<file path="src/rtl/pt_walker_pkg.sv">
package pt_walker_pkg;
    localparam int VPN_W   = 20;
    localparam int PPN_W   = 18;
    localparam int PA_W    = 30;
    localparam int ENTRY_W = 32;
    localparam int VLD_BIT = ENTRY_W - 1;
    localparam int ATTR_W  = VLD_BIT - PPN_W;

    typedef enum logic [1:0] {
        ST_IDLE  = 2'd0,
        ST_ISSUE = 2'd1,
        ST_AWAIT = 2'd2,
        ST_CHECK = 2'd3
    } walk_state_t;
endpackage

</file>
<file path="src/rtl/pt_addr_gen.sv">
module pt_addr_gen #(
    parameter int IDX_W  = 20,
    parameter int ADDR_W = 30,
    parameter int SHIFT  = 2
) (
    input  logic [ADDR_W-1:0] base,
    input  logic [IDX_W-1:0]  index,
    output logic [ADDR_W-1:0] addr
);
    localparam int PAD_W = ADDR_W - IDX_W - SHIFT;

    logic [ADDR_W-1:0] scaled;

    always_comb begin
        scaled = {{PAD_W{1'b0}}, index, {SHIFT{1'b0}}};
        addr   = base + scaled;
    end
endmodule

</file>
<file path="src/rtl/pt_entry_decode.sv">
module pt_entry_decode #(
    parameter int ENT_W  = 32,
    parameter int FRM_W  = 18
) (
    input  logic [ENT_W-1:0]         entry,
    output logic                     present,
    output logic [ENT_W-FRM_W-2:0]   attr,
    output logic [FRM_W-1:0]         frame
);
    always_comb begin
        present = entry[ENT_W-1];
        attr    = entry[ENT_W-2:FRM_W];
        frame   = entry[FRM_W-1:0];
    end
endmodule

</file>
<file path="src/rtl/pt_walk_ctrl.sv">
module pt_walk_ctrl
    import pt_walker_pkg::*;
(
    input  logic clk,
    input  logic rst_n,
    input  logic miss_valid,
    input  logic mem_ready,
    input  logic mem_rvalid,
    input  logic entry_present,
    output logic take_miss,
    output logic take_data,
    output logic busy,
    output logic mem_req,
    output logic refill_valid,
    output logic fault
);
    walk_state_t state_q, state_d;

    always_ff @(posedge clk) begin
        if (!rst_n) state_q <= ST_IDLE;
        else        state_q <= state_d;
    end

    always_comb begin
        state_d      = state_q;
        take_miss    = 1'b0;
        take_data    = 1'b0;
        busy         = 1'b1;
        mem_req      = 1'b0;
        refill_valid = 1'b0;
        fault        = 1'b0;
        unique case (state_q)
            ST_IDLE: begin
                busy = 1'b0;
                if (miss_valid) begin
                    take_miss = 1'b1;
                    state_d   = ST_ISSUE;
                end
            end
            ST_ISSUE: begin
                mem_req = 1'b1;
                if (mem_ready) state_d = ST_AWAIT;
            end
            ST_AWAIT: begin
                if (mem_rvalid) begin
                    take_data = 1'b1;
                    state_d   = ST_CHECK;
                end
            end
            ST_CHECK: begin
                refill_valid = entry_present;
                fault        = !entry_present;
                state_d      = ST_IDLE;
            end
            default: state_d = ST_IDLE;
        endcase
    end

    AST_ONE_RESULT: assert property (@(posedge clk) disable iff (!rst_n)
        !(refill_valid && fault));
    AST_RESULT_SINGLE: assert property (@(posedge clk) disable iff (!rst_n)
        (refill_valid || fault) |=> !(refill_valid || fault));
    AST_IDLE_AFTER: assert property (@(posedge clk) disable iff (!rst_n)
        (refill_valid || fault) |=> (!busy && !mem_req));
endmodule

</file>
<file path="src/rtl/pt_walker.sv">
module pt_walker
    import pt_walker_pkg::*;
(
    input  logic              clk,
    input  logic              rst_n,
    input  logic              miss_valid,
    input  logic [VPN_W-1:0]  miss_vpn,
    input  logic [PA_W-1:0]   table_base,
    output logic              busy,
    output logic              mem_req,
    output logic [PA_W-1:0]   mem_addr,
    input  logic              mem_ready,
    input  logic              mem_rvalid,
    input  logic [ENTRY_W-1:0] mem_rdata,
    output logic              refill_valid,
    output logic              fault,
    output logic [VPN_W-1:0]  res_vpn,
    output logic [PPN_W-1:0]  res_ppn,
    output logic [ATTR_W-1:0] res_attr
);
    logic              take_miss, take_data, present;
    logic [PA_W-1:0]   addr_calc, addr_q;
    logic [VPN_W-1:0]  vpn_q;
    logic [ENTRY_W-1:0] entry_q;

    pt_addr_gen #(.IDX_W(VPN_W), .ADDR_W(PA_W), .SHIFT(2)) u_addr (
        .base  (table_base),
        .index (miss_vpn),
        .addr  (addr_calc)
    );

    pt_entry_decode #(.ENT_W(ENTRY_W), .FRM_W(PPN_W)) u_dec (
        .entry   (entry_q),
        .present (present),
        .attr    (res_attr),
        .frame   (res_ppn)
    );

    pt_walk_ctrl u_ctrl (
        .clk           (clk),
        .rst_n         (rst_n),
        .miss_valid    (miss_valid),
        .mem_ready     (mem_ready),
        .mem_rvalid    (mem_rvalid),
        .entry_present (present),
        .take_miss     (take_miss),
        .take_data     (take_data),
        .busy          (busy),
        .mem_req       (mem_req),
        .refill_valid  (refill_valid),
        .fault         (fault)
    );

    always_ff @(posedge clk) begin
        if (!rst_n) begin
            addr_q  <= '0;
            vpn_q   <= '0;
            entry_q <= '0;
        end else begin
            if (take_miss) begin
                addr_q <= addr_calc;
                vpn_q  <= miss_vpn;
            end
            if (take_data) entry_q <= mem_rdata;
        end
    end

    assign mem_addr = addr_q;
    assign res_vpn  = vpn_q;

    AST_REQ_HOLD: assert property (@(posedge clk) disable iff (!rst_n)
        (mem_req && !mem_ready) |=> (mem_req && $stable(mem_addr)));
    AST_REQ_DROP: assert property (@(posedge clk) disable iff (!rst_n)
        (mem_req && mem_ready) |=> !mem_req);
    AST_REQ_BUSY: assert property (@(posedge clk) disable iff (!rst_n)
        mem_req |-> busy);
    AST_PULSE_BUSY: assert property (@(posedge clk) disable iff (!rst_n)
        (refill_valid || fault) |-> busy);
    AST_ACCEPT_RISE: assert property (@(posedge clk) disable iff (!rst_n)
        (!busy && miss_valid) |=> (busy && mem_req));
endmodule

</file>
<file path="config.mk">
export PLATFORM = sky130hd
export DESIGN_NAME = pt_walker
export DESIGN_NICKNAME = d
export VERILOG_FILES = /design/src/rtl/pt_walker_pkg.sv /design/src/rtl/pt_addr_gen.sv /design/src/rtl/pt_entry_decode.sv /design/src/rtl/pt_walk_ctrl.sv /design/src/rtl/pt_walker.sv
export SDC_FILE = /design/constraint.sdc
export NUM_CORES = 1
export LEC_CHECK = 0
export BUFFER_PORTS_ARGS = -buffer_cell sky130_fd_sc_hd__buf_2
export CORE_AREA = 4 4 103 105
export CTS_CLUSTER_SIZE = 28
export DETAILED_ROUTE_END_ITERATION = 6
export DIE_AREA = 0 0 107 109
export PLACE_DENSITY = 0.83
export SETUP_SLACK_MARGIN = 0.15
export SLEW_MARGIN = 20
export SYNTH_ARGS = -nofsm -noshare
export SYNTH_HDL_FRONTEND = slang
export SYNTH_SLANG_ARGS = --single-unit
</file>
<file path="constraint.sdc">
create_clock -name clk -period 2.2 [get_ports clk]
set_input_delay 0.22 -clock clk [delete_from_list [all_inputs] [get_ports clk]]
set_output_delay 0.22 -clock clk [all_outputs]
set_load 0.02 [all_outputs]
</file>
# ---- Word-level counts from Yosys, hierarchy flattened
# Cells that the tools add are included.
dict set report word_totals {
  wordCells 26
  input_bits 87
  register_bits 84
}
dict set report classes {
  n_reduce_logical 3
  n_eq_ne 6
  add_sub_neg 1
  mux 12
}
# op n
set ops {}
lappend ops {{$add 30x22->30} 1}
lappend ops {{$mux 1} 8}
lappend ops {{$pmux 2 s4} 1}
lappend ops {{$mux 2} 3}
lappend ops {{$ne 2x2->1 const B} 3}
lappend ops {{$eq 2x2->1 const B} 2}
lappend ops {{$reduce_and 3->1} 1}
lappend ops {{$eq 2x1->1 const B} 1}
lappend ops {{$logic_not 2->1} 1}
lappend ops {{$logic_not 1->1} 1}

# ---- Depth between registers and ports, before layout
# Gate-level depths: netlist (run 1).
dict set report depth {
  ltp_word 3
  depth_mapped 9
}

# ---- Cells and area by module
# A second synthesis (run 1) with hierarchy kept.
dict set report unflattened {
  cells_unflattened 522
  hier_area_um2 4958.5
}
# mod instances cells_each area_each_um2
set modules_own_cells {}
lappend modules_own_cells {pt_walker 1 265 3155.5}
lappend modules_own_cells {pt_addr_gen 1 202 1380.1}
lappend modules_own_cells {pt_entry_decode 1 32 240.2}
lappend modules_own_cells {pt_walk_ctrl 1 23 182.7}

# ---- Worst setup path before layout (run 1)
# OpenSTA, ideal clock, no wires.
dict set report synth_timing {
  path_kind {input port to flip-flop}
  start {input port miss_vpn[0]}
  end {register addr_q[22], in the netlist mem_addr[22]}
  setup_ps 122
  path_stages 8
  required_time_ps 2078
  path_buffers 0
  path_slack_ps -133
  arrival_time_ps 2211
  path_cell_list {ha_1 > fa_1 > a21oi_1 > nor3_1 > or3_1 > o2111ai_1 > a2111oi_0 > a311o_1}
}
dict set report synth_between {
  elab_chain_cells 1
}
# item line
set synth_rtl {}
lappend synth_rtl {{from (decl)} pt_walker.sv:7} ;# input logic [VPN_W-1:0] miss_vpn,
lappend synth_rtl {{$add 30x22->30} pt_addr_gen.sv:16} ;# addr = base + scaled;
lappend synth_rtl {{to (signal assigned)} pt_walker.sv:61} ;# addr_q <= addr_calc;
lappend synth_rtl {{to (decl)} pt_walker.sv:22} ;# logic [PA_W-1:0] addr_calc, addr_q;
# Every way passes these cells.
# A chain may end at the register's enable or synchronous reset.

# ---- Worst setup path in the final report (run 1)
# Same ends and word-level chain as after synthesis.

==> results of run 1 <==
[metrics by stage]
| step | setup WS [ns] | total power, mW | instances | utilization, % | instance area [sq um] |
|---|---|---|---|---|---|
| finish | 0.232 | 5.24 | 864 | 58.9 | 5680 |
| global route | 0.135 | 5.58 | 864 | 58.9 | 5680 |
| CTS | 0.253 | 5.27 | 864 | 58.7 | 5660 |
| detailed placement | -0.147 | 4.10 | 848 | 56.6 | 5460 |
| global placement | -0.120 | 4.01 | 848 | 56.6 | 5460 |
| floorplan | 0.0956 | 3.34 | 541 | - | 4290 |
[worst max-delay path, cell delays in order]
cell	delay (ns)
buf_2	0.12
ha_4	0.17
fa_2	0.38
a21oi_2	0.21
nor3_2	0.08
or3_4	0.42
o2111ai_4	0.24
a2111oi_2	0.10
a311o_1	0.28
[layout make-up]
class                      instances  area (sq um)
clock buffer                       9           124
clock inverter                     7          80.1
fill                             902          3960
inverter                          12          45.0
multi-input combinational        415          2480
sequential                        84          1680
tap                              133           166
timing repair buffer             204          1100
[flip-flops by register name, summed over array words and instances, names as in the netlist]
name            cells
res_vpn            20
entry_q            32
mem_addr           30
u_ctrl.state_q      2
[what timing repair did]
| action | 4_1_cts | 5_1_grt |
|---|---|---|
| gates resized for setup | 0 | 5 |
| buffers inserted | 0 | 0 |
| setup endpoints to repair | 0 | 5 |
[power groups by stage]
stage	logic, mW	clock network, mW	registers (mW)
after global routing	2.32	1.27	2.00
after global placement	2.03	0	1.98
final	2.11	1.17	1.96
after CTS	2.11	1.20	1.96
after floorplan	1.03	0	2.31
after detailed placement	2.10	0	2.00
[cells by family after synthesis]
group	share of synthesized area [%]
compound gates	22.3
xor+xnor	3.57
fa+ha+maj	7.99
buf+inv	3.78
flops	40.4
mux	0.480
simple gates	21.5
[worst paths after layout]
path	cells past startpoint	slack, ns	to	from
min reg2reg	2	0.45	mem_addr[20]$_SDFFE_PN0P_	mem_addr[20]$_SDFFE_PN0P_
max reg2reg	7	0.32	mem_addr[27]$_SDFFE_PN0P_	u_ctrl.state_q[0]$_SDFFE_PN0P_
min	3	0.08	entry_q[13]$_SDFFE_PN0P_	mem_rdata[13]
max	9	0.23	mem_addr[22]$_SDFFE_PN0P_	miss_vpn[0]
[layout by cell type (no fill, tap or decap), drive strengths merged, types with 2 or more instances in the layout]
master / instances
mux2i: 2
nand4: 5
a21oi: 86
inv: 16
a311o: 2
xnor2: 11
buf: 204
ha: 25
o21a: 2
a21o: 8
a211oi: 4
xor2: 6
and3: 5
and2: 3
dfxtp: 84
o21bai: 2
nor2b: 2
o211ai: 6
nor2: 22
o31ai: 2
a2111oi: 2
clkbuf: 9
or3: 2
clkinvlp: 2
o21ai: 22
nand2: 154
a31oi: 4
nor3: 7
a31o: 3
nand3: 13
[per-layer routing]
layer / wire length, microns / global-route usage [%] / share of wire, % / vias to the layer above
met1: 5020 / 25.2 / 40 / 2118
met4: 305 / 10.8 / 2.5 / 0
met3: 955 / 4.80 / 7.7 / 24
li1: - / - / - / 2236
met5: 0 / 0 / 0 / -
met2: 6120 / 35.0 / 49 / 165
==> metrics.txt, run 1 <==
Clock Pin Slew Worst Setup and Hold Paths=0.09 ns; Net count, final=839; Clock Root Buffer=clkbuf_8; YS warnings=0; Worst VDD drop=0.000527 V; fin crit share=89.5%; Die Y=109 microns; Mapped Cells=541; most frequent cell after synthesis=nand2_1; Rel. slew slack=57.9%; Synth Net Count=654; max_cap viols=0; RSZ-0062 raised after global routing=yes; GRT Util Overall=20.9%; effective utilization at floorplan=43.2%; internal power=3.11 mW; Worst-Margin Slew=0.626 ns; Via density=5.26; Via Count=4543; total grt overflow=0; hold_ws=0.0773 ns; Seq/Total Area, Yosys=40.4%; PortBufs=171; gpl congestion=0.917; ys flop type=dfxtp_1; Final Critical Period=1.97 ns; Seq cells post-synth=84; antenna violations before repair=0; CTS buffer count=9; leak pwr=2.63 nW; area grow syn2layout=36.3%; DR DRC count=0; Post-synth EDFFs=0; clock power share=22.3%; share of the synthesized area in the top cell type=40.4%; Die ar.=11700 sq um; Placeable Area=9640 sq um; commonest cells in the netlist=nand2_1, a21oi_1, dfxtp_1; P_sw=2.13 mW; total I/O pin count=172; Avg Cell Area, Syn=7.70 sq um; H-tree Lvls=3; Pins Over Slew Limit=0; Pre-antenna DRT Iters=6; Req. time, crit path=2.46 ns; antenna-violating nets left=0; Synth cell types=48; Die W=107 microns; Fmax=508 MHz; Layout Skew=0.00790 ns; first-pass GRT wire length=19.7 mm; vias in the first global route=4321; Sw Ratio=40.6%; largest net degree at the start of global routing=37; final setup fails=0; status=finished, final reports clean; Avg WL per Cell=14.4 microns; Setup crit end kind=register; CTS Buffer Depth=2; post-DP HPWL=9.66 mm; worst hold path class=primary input to register; Synth async-reset ratio=0%; Critical Setup Path Class=primary input to register; Hold Vio Cnt, Final=0; CTS tree=yes; pwr/cell area=922 nW/um^2; Area contributors post-synth=dfxtp_1, nand2_1, a21oi_1; layout cells sized above 1=33.7%; Yosys top cell by area=dfxtp_1; Comb pwr share=40.2%; Critical Path AT=2.23 ns; diode count=0; drt total wl=12.4 mm; startpoint class of the critical path=primary input; Flop pwr share=37.5%; Setup TNS Final=0 ns; DR iter-0 viols=227; post-synthesis cell area=4170 sq um; clock sinks=84; number of hold buffers added after CTS=0; clk_lat worst skew=0.37 ns; FP Rows=36; CP max FO=4
No activity file was read; power rests on OpenSTA's default activity.
==> run 2: changes to the inputs <==
ABC_AREA = 1   (was unset)
CORE_AREA = 4 4 108 110   (was 4 4 103 105)
DIE_AREA = 0 0 112 114   (was 0 0 107 109)
PLACE_DENSITY = 0.85   (was 0.83)
==> run 2 against run 1 <==
Area after synthesis increased by 17%. Combinational power increased by 19%. Critical path depth decreased by 3. Cell area increased by 7.3%. Core utilization decreased by 1.9 points. Final cell count increased by 25%. Fmax increased by 13%. Clock power increased by 15%.
==> metrics.txt, run 2 <==
status=finished, final reports clean; most frequent cell after synthesis=nor2_1; CTS tree=yes; Seq/Total Area, Yosys=34.5%; Reg2Reg Depth=6; PortBufs=171; Die Y=114 microns; leak pwr=3.43 nW; most frequent cells in the layout=nor2_1, buf_2, nand2_1; Yosys top cell by area=dfxtp_1; ys flop type=dfxtp_1; DR DRC count=0; share of the synthesized area in the top cell type=34.5%; reg2reg start=u_ctrl.state_q[0]$_SDFFE_PN0P_; Seq cells post-synth=84; Clock Root Buffer=clkbuf_8; internal power=3.50 mW; antenna violations before repair=0; max reg flops=32; Via Count=5326; total grt overflow=0; largest net degree at the start of global routing=41; post-synthesis cell area=4870 sq um; Worst-Margin Slew=0.948 ns; area grow syn2layout=25.2%; Placeable Area=10700 sq um; fin crit share=79.3%; crit path capture=entry_q[29]$_SDFFE_PN0P_; CP max FO=32; Hold Crit Depth=3; Layout Skew=0.00992 ns; Synth async-reset ratio=0%; placed cell count=1066; Sw Ratio=41.1%; Synth cell types=33; CTS Buffer Depth=2; Final Critical Period=1.74 ns; Req. time, crit path=2.49 ns; post-DP HPWL=11.4 mm; Pins Over Slew Limit=0; Fmax=573 MHz; Pre-antenna DRT Iters=5; gpl congestion=1.00; met3 Use GR=4.99%; Net count, final=1050; Die ar.=12800 sq um; effective utilization at floorplan=45.5%; Clock Pin Slew Worst Setup and Hold Paths=0.09 ns; Hold Vio Cnt, Final=0; clock power share=22.5%; number of hold buffers added after CTS=0; clock sinks=84; antenna-violating nets left=0; Setup crit end kind=register; pwr/cell area=975 nW/um^2; Comb pwr share=42.4%; R2R setup slack=0.46 ns; P_sw=2.44 mW; FP Rows=38; startpoint class of the critical path=register; commonest cells in the netlist=nor2_1, nand2_1, inv_1; GRT Util Overall=22.5%; Area contributors post-synth=dfxtp_1, nor2_1, nand2_1; Synth Net Count=886; CTS buffer count=9; RSZ-0062 raised after global routing=no; busiest grt layer=met2; Worst VDD drop=0.000425 V; vias in the first global route=4920; YS warnings=0; Mapped Cells=773; Setup TNS Final=0 ns; Final Power=5.94 mW; first-pass GRT wire length=23.6 mm; Via density=4.92; Final Non-Filler Cells=1082; DR iter-0 viols=409; largest register by flop count=entry_q; drt total wl=14.5 mm; Avg Cell Area, Syn=6.30 sq um; worst hold path class=primary input to register; commonest non-fill, non-tap cell in the layout=nor2_1; Die W=112 microns; Avg WL per Cell=13.4 microns; post-CTS setup buffer count=0; Flop pwr share=35.0%; final setup fails=0; max_cap viols=0; met1 Use GR=29.0%; layout cells sized above 1=22.5%; worst flop-to-flop path endpoint=entry_q[29]$_SDFFE_PN0P_; Post-synth EDFFs=0; diode count=0; total I/O pin count=172; Critical Path AT=2.03 ns; clk_lat worst skew=0.35 ns; Rel. slew slack=36.8%; Crit. Startpoint=u_ctrl.state_q[0]$_SDFFE_PN0P_; H-tree Lvls=3; grt met2 use=38.5%; Critical Setup Path Class=register to register; post_cts resized=0
run 2: changes by cell type after synthesis, sizes merged, moves of 14 or more:
cell / delta
nand3: +33
nor2: +174
inv: +97
o21ai: +53
a21oi: -71
nand2: +14
run 2: worst min-delay path by stage:
stage                               end  slack (ns)                startpoint
2_1_floorplan   entry_q[0]$_SDFFE_PN0P_        0.39              mem_rdata[0]
5_1_grt        entry_q[30]$_SDFFE_PN0P_        0.11             mem_rdata[30]
3_5_place_dp   res_vpn[14]$_SDFFE_PN0P_        0.46  res_vpn[14]$_SDFFE_PN0P_
6_report       mem_addr[0]$_SDFFE_PN0P_        0.11             table_base[0]
3_3_place_gp   res_vpn[13]$_SDFFE_PN0P_        0.46  res_vpn[13]$_SDFFE_PN0P_
4_1_cts         entry_q[7]$_SDFFE_PN0P_         0.1              mem_rdata[7]
run 2: cell type report:
class | instances | area [sq um]
clock buffers | 10 | 128
well taps | 140 | 175
clock inverters | 6 | 111
inverters | 109 | 409
fillers | 1076 | 4600
flip-flops and latches | 84 | 1680
multi-input cells | 556 | 2660
repair buffers | 177 | 926
run 2: logic make-up (layout without fill, tap and decap cells):
| group | after synthesis | in the layout | synth area share (%) |
|---|---|---|---|
| DFF | 84 | 84 | 34.5 |
| xor gates and xnor gates | 12 | 12 | 2.16 |
| AOI/OAI and AO/OA | 95 | 95 | 10.1 |
| adders and majority gates | 26 | 26 | 6.83 |
| buffers and inverters | 133 | 302 | 10.8 |
| and+or+nand+nor | 423 | 423 | 35.6 |
run 2: per-layer routing:
metal / part of all wire (%) / vias to the layer above
li1: - / 2720
met1: 45 / 2362
met2: 46 / 227
met3: 7.7 / 17
met4: 1.5 / 0
met5: 0 / -
run 2: power groups by stage:
| stage | Sequential, mW | Clock [mW] | Combinational, mW |
|---|---|---|---|
| after floorplan | 2.56 | 0 | 1.27 |
| after global placement | 2.10 | 0 | 2.49 |
| after detailed placement | 2.12 | 0 | 2.52 |
| after CTS | 2.08 | 1.37 | 2.53 |
| after global routing | 2.14 | 1.43 | 2.81 |
| final | 2.08 | 1.34 | 2.52 |
run 2: critical path, cell delays in order, from the launching register on:
cell	delay [ns]
dfxtp_1	0.34
inv_1	0.13
ha_1	0.21
nand2_1	0.08
inv_1	0.68
nor2_1	0.08
nor2_1	0.14
run 2: through the flow:
step                      util (%)  setup WS (ns)  hold slack, ns  area (sq um)
final                         57.0          0.455           0.111          6090
after global routing          57.0          0.234           0.114          6090
after CTS                     57.0          0.466          0.0979          6090
after detailed placement      54.7          0.247           0.465          5860
after global placement        54.7          0.251           0.457          5860
after floorplan                  -          0.558           0.385          4870
